`src/rtl/i2s_tx_serializer.sv`:
```
`timescale 1ns/1ps
module i2s_tx_serializer #(
  parameter int WORD_W  = 32,
  parameter int RATIO_W = 8,
  parameter int RES_W   = 6
) (
  input  logic               clk,
  input  logic               rst_n,
  input  logic               tx_en,
  input  logic [RATIO_W-1:0] ratio,
  input  logic [RES_W-1:0]   res,
  input  logic [WORD_W-1:0]  word_data,
  input  logic               word_valid,
  output logic               word_pop,
  output logic               bclk,
  output logic               ws,
  output logic               sdata,
  output logic               underrun
);

  localparam int CNT_W = RATIO_W + 1;
  localparam logic [RES_W-1:0] RES_MAX = RES_W'(WORD_W);

  logic [CNT_W-1:0]  div_cnt, half_term;
  logic [RES_W-1:0]  res_eff, bit_cnt;
  logic [WORD_W-1:0] shreg, aligned;
  logic tick, fall, chan_start, last_bit, left_start, right_start;
  logic primed, data_frame, need;

  assign res_eff     = (res == '0) ? RES_W'(1) : ((res > RES_MAX) ? RES_MAX : res);
  assign half_term   = {1'b0, ratio} + CNT_W'(1);
  assign tick        = (div_cnt >= half_term);
  assign fall        = tick & bclk;
  assign chan_start  = (bit_cnt == '0);
  assign last_bit    = (bit_cnt >= res_eff - RES_W'(1));
  assign left_start  = fall & chan_start & ~ws;
  assign right_start = fall & chan_start & ws;
  assign need        = left_start ? (tx_en & primed) : (right_start & data_frame);
  assign word_pop    = need & word_valid;
  assign aligned     = (word_pop ? word_data : '0) << (RES_MAX - res_eff);

  always_ff @(posedge clk or negedge rst_n) begin
    if (!rst_n) begin
      div_cnt <= '0;
      bclk    <= 1'b0;
    end else if (tick) begin
      div_cnt <= '0;
      bclk    <= ~bclk;
    end else begin
      div_cnt <= div_cnt + 1'b1;
    end
  end

  always_ff @(posedge clk or negedge rst_n) begin
    if (!rst_n) begin
      bit_cnt <= '0;
      ws      <= 1'b0;
      sdata   <= 1'b0;
      shreg   <= '0;
    end else if (fall) begin
      bit_cnt <= last_bit ? '0 : bit_cnt + 1'b1;
      if (last_bit) ws <= ~ws;
      if (chan_start) begin
        sdata <= aligned[WORD_W-1];
        shreg <= aligned << 1;
      end else begin
        sdata <= shreg[WORD_W-1];
        shreg <= shreg << 1;
      end
    end
  end

  always_ff @(posedge clk or negedge rst_n) begin
    if (!rst_n) begin
      primed     <= 1'b0;
      data_frame <= 1'b0;
      underrun   <= 1'b0;
    end else if (left_start) begin
      primed     <= tx_en;
      data_frame <= tx_en & primed & word_valid;
      underrun   <= need & ~word_valid;
    end else if (right_start && need && !word_valid) begin
      underrun   <= 1'b1;
    end
  end

  assert_bclk_hold_R1: assert property (@(posedge clk) disable iff (!rst_n)
    !tick |=> $stable(bclk));
  assert_ws_on_fall_R4: assert property (@(posedge clk) disable iff (!rst_n)
    !$stable(ws) |-> $fell(bclk));
  assert_sdata_on_fall_R5: assert property (@(posedge clk) disable iff (!rst_n)
    !$stable(sdata) |-> $fell(bclk));
  assert_silent_prime_R6: assert property (@(posedge clk) disable iff (!rst_n)
    !primed |-> !word_pop);
  assert_pop_at_fall_R7: assert property (@(posedge clk) disable iff (!rst_n)
    word_pop |=> $fell(bclk));
  assert_underrun_at_fall_R8: assert property (@(posedge clk) disable iff (!rst_n)
    $rose(underrun) |-> $fell(bclk));

endmodule

```
`config.mk`:
```
export PLATFORM = sky130hd
export DESIGN_NAME = i2s_tx_serializer
export DESIGN_NICKNAME = d
export VERILOG_FILES = /design/src/rtl/i2s_tx_serializer.sv
export SDC_FILE = /design/constraint.sdc
export NUM_CORES = 1
export LEC_CHECK = 0
export ABC_AREA = 0
export BUFFER_PORTS_ARGS = -buffer_cell sky130_fd_sc_hd__buf_2
export CAP_MARGIN = 20
export CELL_PAD_IN_SITES_DETAIL_PLACEMENT = 1
export CELL_PAD_IN_SITES_GLOBAL_PLACEMENT = 1
export CORE_MARGIN = 1
export CORE_UTILIZATION = 50
export DETAILED_ROUTE_END_ITERATION = 10
export PLACE_DENSITY = 0.95
export REMOVE_ABC_BUFFERS = 1
export SETUP_SLACK_MARGIN = 0.05
export SLEW_MARGIN = 20
export SYNTH_ARGS = -nofsm -noshare
export SYNTH_HDL_FRONTEND = slang
export SYNTH_SLANG_ARGS = --single-unit
export TNS_END_PERCENT = 30
```
`constraint.sdc`:
```
create_clock -name clk -period 4.05 [get_ports clk]
set_clock_uncertainty 0.05 [all_clocks]
set_input_delay 0.6075 -clock clk [delete_from_list [all_inputs] [get_ports clk]]
set_output_delay 0.6075 -clock clk [all_outputs]
set_load 0.01 [all_outputs]
```
==> results of run 1 <==
## power breakdown
group          leakage [nW]  switching [mW]  internal [mW]  total, mW
Clock                0.0445           0.177          0.139      0.317
Sequential            0.636           0.183          0.722      0.905
Combinational          1.62           0.592          0.483       1.07
## cell usage after synthesis (5+ instances only)
cell type / number / area, um2
dfrtp_1: 52 / 1301
xor2_1: 10 / 87.58
xnor2_1: 5 / 43.79
nor2_1: 51 / 191.4
and3_1: 6 / 37.54
nand2b_1: 8 / 50.05
nor2b_1: 10 / 62.56
nand4_1: 6 / 37.54
a221oi_1: 13 / 113.9
a211o_1: 5 / 43.79
o21ai_0: 18 / 90.09
nor3_1: 10 / 50.05
nand2_1: 48 / 180.2
o211ai_1: 5 / 37.54
a31oi_1: 6 / 37.54
mux4_2: 23 / 518.0
mux2_2: 10 / 112.6
nand3_1: 13 / 65.06
inv_1: 12 / 45.04
buf_2: 8 / 40.04
ha_1: 20 / 250.2
mux2i_1: 37 / 370.4
a21oi_1: 12 / 60.06
a211oi_1: 11 / 82.58
clkbuf_1: 21 / 78.83
## final timing paths
path | start | end | slack (ns) | cells past startpoint
setup / recovery | res[1] | shreg[10] | 0.33 | 13
hold / removal | rst_n | shreg[28] | 0.25 | 1
setup reg to reg | div_cnt[0] | shreg[17] | 0.74 | 10
hold reg to reg | shreg[1] | shreg[1] | 0.44 | 2
max in group asynchronous | rst_n | div_cnt[1] | 2.87 | 2
min in group clk | shreg[1] | shreg[1] | 0.44 | 2
## sequential cells by signal (all words and copies together), names as in the netlist
| register | flops |
|---|---|
| bclk | 1 |
| bit_cnt | 6 |
| data_frame | 1 |
| div_cnt | 9 |
| primed | 1 |
| sdata | 1 |
| shreg | 31 |
| underrun | 1 |
| ws | 1 |
## worst reg2reg max path: stages, from the launching register on
cell,delay (ns)
dfrtp_1,0.45
inv_1,0.07
ha_1,0.26
nand2b_1,0.13
a2111oi_0,0.80
o21bai_1,0.18
a211o_1,0.41
nand2_1,0.32
buf_12,0.24
nor4b_1,0.09
nor3_1,0.22
## per-layer routing
layer | GRT usage | vias up | share of wire
li1 | - | 2032 | -
met5 | 0 | - | 0
met1 | 0.3826 | 2223 | 0.40
met4 | 0.1391 | 0 | 0.038
met3 | 0.03900 | 51 | 0.053
met2 | 0.5613 | 199 | 0.51
## cell type report
| class | count | share of cell area |
|---|---|---|
| Clock buffer | 7 | 0.01620 |
| Inverter | 14 | 0.01080 |
| Sequential cell | 52 | 0.2441 |
| Tap cell | 129 | 0.03028 |
| Timing Repair Buffer | 77 | 0.08779 |
| Clock inverter | 1 | 0.001408 |
| Multi-Input combinational cell | 406 | 0.6094 |
## kinds of logic after synthesis
logic type                 Yosys count
xor gates and xnor gates            15
DFF                                 52
AOI/OAI and AO/OA                  126
other                                1
buffers and inverters               49
adders and majority gates           20
muxes                               74
and+or+nand+nor                    170
==> results_dict.tcl, run 1 <==
set metrics [dict create \
    yosys.area_share.simple 0.1696 \
    ios 55 \
    synth_top_family_by_area "multiplexers" \
    grt_max_degree 38 \
    relSlewSlack 0.3994 \
    cts_buffers 5 \
    port_buffers 54 \
    wl_per_cell_um 21.55 \
    htreeDepth 2 \
    whs_ns 0.2534 \
    synth_edf_count 0 \
    overflow 0 \
    syn2layout_area_growth_pct 11.52 \
    status "completed" \
    worst-endpoint-required_ns 4.19 \
    die_h_um 99.77 \
    cellPowerDensity_nw_per_um2 430.7 \
    ctsResizeCount 0 \
    design_area_um2 5330 \
    ys_types 69 \
    layout.cells.non_filler 686 \
    cts_tree "yes" \
    synth_xor_xnor_area_share 0.02749 \
    timing.fmax_mhz 268.9 \
    synth_seq_cells 52 \
    avgSynthCellArea_um2 9.427 \
    initial_core_util 0.5173 \
    nNetsFinal 626 \
    synth_mux_area_frac 0.2314 \
    slowest_delay_ns 0.58 \
    hold_viol_final 0 \
    antenna_found_initial 0 \
    clock_path_buffers 2 \
    drt_iter0_drc 459 \
    dieArea_um2 9954 \
    peakVddDrop_mv 0.1841 \
    worst_slack_ns 0.3313 \
    final_util 0.5768 \
    path_clk_slew_ns 0.10 \
    syn_inst 507 \
    syn_area_um2 4780 \
    synth_compound_area_frac 0.1974 \
    dieWidth_um 99.77 \
    mostFrequentLayoutCell "buf_2" \
    grt_usage 0.3150 \
    synthArstFlopShare 1.000 \
    drt_wl_total_mm 14.78 \
    tightest_slew_ns 0.8782 \
    place.gp.congestion 0.9360 \
    fin_tns_setup_ns 0 \
    fill_cells 1070 \
    end_kind "flop" \
    diodes 0 \
    synth_adder_area_share 0.05236 \
    hold_path_class "in -> async" \
    placed_cell_area_um2 5236 \
    num_vias 4505 \
    coreArea_um2 9240 \
    power_mw 2.296 \
    hpwl_mm 11.25 \
    period_needed_ns 3.719 \
    worst_setup_path_start_kind "input pin" \
    dp_slack_ns 0.08967 \
    grt_pass1_vias 4801 \
    hold_buffers 0 \
    ant_nets 0 \
    clock-sinks 52 \
    grt_pass1_wl_mm 24.63 \
    cp_cell_sequence "buf_2, or4_4, a21oi_4, inv_6, ha_2, xnor2_1, inv_2, buf_12, mux2i_1, mux4_2, a21oi_1, a221oi_1, nor2_1" \
    fin_crit_sh 0.9182 \
    insertion_delay_ns 0.31 \
    cp_top_family "compound AO/OA/AOI/OAI gates" \
    p_leak_nw 2.300 \
    clock-root-buffer "clkbuf_8" \
    regArea_um2 1301 \
    postCtsSetupRepairBufs 0 \
    yosysWarnings 0 \
    num_rows 35 \
    ys_seq_area_frac 0.2723 \
    path_buf_inv 4 \
    drive_above_1_share 0.2262 \
    critPathKind "in -> reg" \
    rsz0062_at_grt "no" \
    crit_path_max_fanout 23 \
    drt-pass1-iter-count 5 \
    cap_viol_max_count 0 \
    viasPerCell 6.567 \
    finalMaxSlewViolations 0 \
    multiInputGateArea_um2 3248 \
    critPathSlowestCell "or4_4" \
    dp_cells 678 \
    dominantRegCellSynth "dfrtp_1" \
    drc 0 \
    report.final.setup_viol 0 \
    layout.cells.most_common_list "buf_2 (54), dfrtp_1 (52), nor2_1 (51)" \
    crit_arrival_ns 3.86 \
]
Note: power is estimated with default switching activity, not from simulation.
==> run 2, diff against run 1 <==
CELL_PAD_IN_SITES_DETAIL_PLACEMENT = default   (was 1)
CELL_PAD_IN_SITES_GLOBAL_PLACEMENT = default   (was 1)
CORE_UTILIZATION = 65   (was 50)
==> run 2 against run 1 <==
Fmax increased by 1.1%. Critical path depth unchanged. Via count increased by 2.5%. Critical path type unchanged. Largest cell class unchanged. Largest power group unchanged. Highest routed layer unchanged.
==> results_dict.tcl, run 2 (same netlist as run 1, synthesis figures left out) <==
set metrics [dict create \
    status "completed" \
    fin_tns_setup_ns 0 \
    postCtsSetupRepairBufs 0 \
    finalMaxSlewViolations 0 \
    diodes 0 \
    report.final.setup_viol 0 \
    whs_ns 0.2289 \
    htreeDepth 2 \
    peakVddDrop_mv 0.2565 \
    cp_cell_sequence "buf_2, or4_4, a21oi_4, inv_6, ha_1, xnor2_1, inv_2, buf_4, mux2i_1, mux4_2, a21oi_1, a22oi_1, o211ai_1" \
    grt_pass1_vias 4510 \
    drt_iter0_drc 410 \
    layout.cells.most_common_list "buf_2 (54), dfrtp_1 (52), nor2_1 (51)" \
    grt_max_degree 35 \
    clock_path_buffers 2 \
    worst_slack_ns 0.3733 \
    largest-register "shreg" \
    critPathSlowestCell "or4_4" \
    viasPerCell 7.081 \
    coreArea_um2 6944 \
    final_util 0.7641 \
    drive_above_1_share 0.2248 \
    mostFrequentLayoutCell "buf_2" \
    cts_tree "yes" \
    largest_register_ffs 31 \
    cap_viol_max_count 0 \
    grt_pass1_wl_mm 21.09 \
    insertion_delay_ns 0.32 \
    num_vias 4617 \
    place.gp.congestion 0.9787 \
    regArea_um2 1301 \
    num_rows 30 \
    wl_per_cell_um 19.78 \
    path_clk_slew_ns 0.10 \
    hold_buffers 0 \
    syn2layout_area_growth_pct 11.02 \
    p_sw_mw 0.9174 \
    hold_viol_final 0 \
    timing.fmax_mhz 272.0 \
    crit_path_max_fanout 15 \
    cellPowerDensity_nw_per_um2 436.4 \
    ant_nets 0 \
    drt-pass1-iter-count 6 \
    top_regs "shreg x31, div_cnt x9, bit_cnt x6" \
    reg2reg_depth 11 \
    worst_setup_path_start_kind "input pin" \
    clock-sinks 52 \
    hpwl_mm 9.734 \
    worst-endpoint-required_ns 4.24 \
    fill_cells 491 \
    ctsResizeCount 0 \
    antenna_found_initial 0 \
    end_kind "flop" \
    hold_path_class "in -> async" \
    ios 55 \
    slowest_delay_ns 0.58 \
    dieArea_um2 7700 \
    clkPwrFrac 0.165 \
    p_leak_nw 2.311 \
    cts_buffers 5 \
    grt_usage 0.3556 \
    switching_share 0.3962 \
    drc 0 \
    drt_wl_total_mm 12.89 \
    die_h_um 87.75 \
    overflow 0 \
    initial_core_util 0.6883 \
    power_frac_seq 0.385 \
    period_needed_ns 3.677 \
    multiInputGateArea_um2 3246 \
    relSlewSlack 0.3705 \
    fin_crit_sh 0.9078 \
    rsz0062_at_grt "no" \
    clock-root-buffer "clkbuf_8" \
    port_buffers 54 \
    combPwrFrac 0.451 \
    p_int_mw 1.398 \
    dieWidth_um 87.75 \
    dp_slack_ns 0.1688 \
    tightest_slew_ns 0.9370 \
    crit_arrival_ns 3.87 \
    nNetsFinal 625 \
    critPathKind "in -> reg" \
]
==> run 2: changes by cell type in the layout (fill, tap and decap cells not counted) <==
cell / delta
buf_4: -1
clkinvlp_4: -1
clkbuf_1: -1
ha_2: -1
ha_1: +1
clkinv_4: +1
bufinv_16: +1
==> run 2: worst paths after layout <==
kind                       slack, ns          to       start
min reg2reg                     0.45    shreg[3]    shreg[3]
min                             0.23   shreg[15]       rst_n
min in group clk                0.45    shreg[3]    shreg[3]
max                             0.37   shreg[26]      res[1]
max reg2reg                     0.69   shreg[17]  div_cnt[0]
max in group asynchronous       3.17  div_cnt[0]       rst_n
==> run 2: stage by stage <==
step,cells,total power [mW],instance area (um2)
final,652,2.316,5306
after detailed placement,644,1.909,5185
after floorplan,472,1.568,4604
after CTS,652,2.297,5306
after global routing,652,2.471,5306
after global placement,643,1.835,5165
==> run 2: cell type report <==
cell class,instances,share of cell area
tap,96,0.02264
inverter,14,0.01085
sequential,52,0.2452
multi-input combinational,406,0.6116
clock buffer,6,0.01556
timing repair buffer,76,0.08677
clock inverter,2,0.007310
==> run 2: power groups by stage <==
stage / clock network (mW) / logic [mW] / registers (mW)
2_1_floorplan: 0 / 0.720 / 0.848
6_report: 0.381 / 1.04 / 0.891
4_1_cts: 0.382 / 1.03 / 0.887
3_5_place_dp: 0 / 1.02 / 0.891
5_1_grt: 0.401 / 1.15 / 0.915
3_3_place_gp: 0 / 0.956 / 0.879
==> run 2: metal layers <==
layer  up-vias  share of wire  track usage
li1       2032              -            -
met1      2224           0.39       0.4355
met3        63          0.079      0.05938
met2       298           0.50       0.6180
met4         0          0.040       0.1580
met5         -              0            0
==> run 2: worst max-delay path, delay by kind of cell <==
family	cells	cell delay [ns]
xor+xnor	1	0.25
mux	2	0.63
simple gates	1	0.58
buf+inv	4	0.59
fa+ha+maj	1	0.24
compound gates	4	0.96
==> run 3, diff against run 2 <==
CELL_PAD_IN_SITES_DETAIL_PLACEMENT = 0   (was default)
CELL_PAD_IN_SITES_GLOBAL_PLACEMENT = 1   (was default)
CORE_UTILIZATION = 50   (was 65)
==> run 3 against run 2 <==
Sequential power barely moved. Die area is 29% higher. Clock-buffer cell count grew 2. Total power fell by 4.4%. Utilization decreased by 19 points. Sequential cell count did not move. Fmax rose by 4.9%. Final area is 0.38% higher. Critical path type unchanged.
==> results_dict.tcl, run 3 (same netlist as run 1, synthesis figures left out) <==
set metrics [dict create \
    port_buffers 54 \
    num_rows 35 \
    hold_buffers 0 \
    relSlewSlack 0.4692 \
    nNetsFinal 626 \
    grt_max_degree 38 \
    ctsResizeCount 0 \
    timing.fmax_mhz 285.2 \
    syn2layout_area_growth_pct 11.44 \
    fin_crit_sh 0.8657 \
    status "completed" \
    crit_arrival_ns 3.64 \
    grt_usage 0.2546 \
    crit_start "res[1]" \
    worst_setup_path_start_kind "input pin" \
    largest-register "shreg" \
    critPathSlowestCell "or4_4" \
    grt_pass1_vias 4019 \
    p_leak_nw 2.301 \
    report.final.setup_viol 0 \
    slowest_delay_ns 0.57 \
    diodes 0 \
    path_clk_slew_ns 0.09 \
    viasPerCell 6.405 \
    fin_tns_setup_ns 0 \
    drt_iter0_drc 410 \
    clock-sinks 52 \
    fill_cells 830 \
    drc 0 \
    period_needed_ns 3.506 \
    mostFrequentLayoutCell "buf_2" \
    wl_per_cell_um 17.96 \
    end_kind "flop" \
    tightest_slew_ns 0.7762 \
    postCtsSetupRepairBufs 0 \
    worst-endpoint-required_ns 4.18 \
    timing.rr.start "div_cnt[0]" \
    top_regs "shreg x31, div_cnt x9, bit_cnt x6" \
    peakVddDrop_mv 0.2000 \
    cts_buffers 5 \
    coreArea_um2 9240 \
    drt-pass1-iter-count 5 \
    num_vias 4394 \
    hold_viol_final 0 \
    initial_core_util 0.5173 \
    dp_cells 678 \
    cellPowerDensity_nw_per_um2 415.8 \
    ios 55 \
    clock-root-buffer "clkbuf_8" \
    dieArea_um2 9954 \
    ant_nets 0 \
    insertion_delay_ns 0.30 \
    dieWidth_um 99.77 \
    layout.cells.non_filler 686 \
    grt_pass1_wl_mm 20.14 \
    place.gp.congestion 0.9360 \
    critPathKind "in -> reg" \
    hold_path_class "in -> async" \
    finalMaxSlewViolations 0 \
    drive_above_1_share 0.2244 \
    whs_ns 0.2531 \
    cap_viol_max_count 0 \
    largest_register_ffs 31 \
    htreeDepth 2 \
    cp_cell_sequence "buf_2, or4_4, a21oi_4, inv_6, ha_2, xnor2_1, inv_2, buf_12, mux4_2, mux2i_1, nor3_1, o31ai_1, a31oi_1" \
    antenna_found_initial 0 \
    crit_path_max_fanout 23 \
    rsz0062_at_grt "no" \
    clock_path_buffers 2 \
    hpwl_mm 9.431 \
    drt_wl_total_mm 12.32 \
    cts_tree "yes" \
    layout.cells.most_common_list "buf_2 (54), dfrtp_1 (52), nor2_1 (51)" \
    overflow 0 \
    die_h_um 99.77 \
]
run 3: cell types whose count changed in the layout (fill, tap and decap cells not counted):
cell,previous run,this run
buf_4,20,21
bufinv_16,1,0
clkbuf_1,0,2
clkinv_4,1,0
ha_1,20,19
ha_2,0,1
run 3: layout make-up:
| type | count | area [um2] | share of cell area |
|---|---|---|---|
| Multi-Input combinational cell | 406 | 3248 | 0.6098 |
| Sequential cell | 52 | 1301 | 0.2443 |
| Timing Repair Buffer | 77 | 467.9 | 0.08786 |
| Tap cell | 129 | 161.4 | 0.03030 |
| Clock buffer | 8 | 90.09 | 0.01691 |
| Inverter | 14 | 57.56 | 0.01081 |
run 3: metal layers:
| metal | track usage | vias up | share of wire | routed length (um) |
|---|---|---|---|---|
| met5 | 0 | - | 0 | 0 |
| met4 | 0.05882 | 0 | 0.017 | 204 |
| met3 | 0.02994 | 25 | 0.063 | 777 |
| met2 | 0.4377 | 195 | 0.49 | 5976 |
| met1 | 0.3453 | 2136 | 0.44 | 5360 |
| li1 | - | 2038 | - | - |
run 3: through the flow:
stage	power, mW	setup WS, ns	instance area, um2	util
6_report	2.215	0.5439	5326	0.5764
5_1_grt	2.379	0.4461	5326	0.5764
4_1_cts	2.213	0.6072	5326	0.5764
3_5_place_dp	1.910	0.2692	5236	0.5667
3_3_place_gp	1.866	0.3516	5236	0.5667
2_1_floorplan	1.568	-1.234	4604	-
run 3: power by group:
| part | leakage [nW] | total [mW] | internal [mW] | switching (mW) |
|---|---|---|---|---|
| registers | 0.636 | 0.889 | 0.722 | 0.168 |
| clock network | 0.0455 | 0.306 | 0.140 | 0.167 |
| logic | 1.62 | 1.02 | 0.478 | 0.541 |
run 3: path summary, 6_finish.rpt:
kind	to	slack [ns]	cells past startpoint
max in group asynchronous	div_cnt[0]	2.89	2
setup reg to reg	shreg[17]	0.88	10
hold reg to reg	shreg[3]	0.45	2
min in group clk	shreg[3]	0.45	2
hold / removal	shreg[27]	0.25	1
setup / recovery	shreg[21]	0.54	13
run 3: critical path: cells and delay by family:
kind | cells | cell delay [ns]
adder cells (fa/ha/maj) | 1 | 0.20
XOR/XNOR | 1 | 0.15
buffers and inverters | 4 | 0.67
AO/OA/AOI/OAI | 3 | 0.59
AND/OR/NAND/NOR | 2 | 0.67
multiplexers | 2 | 0.73
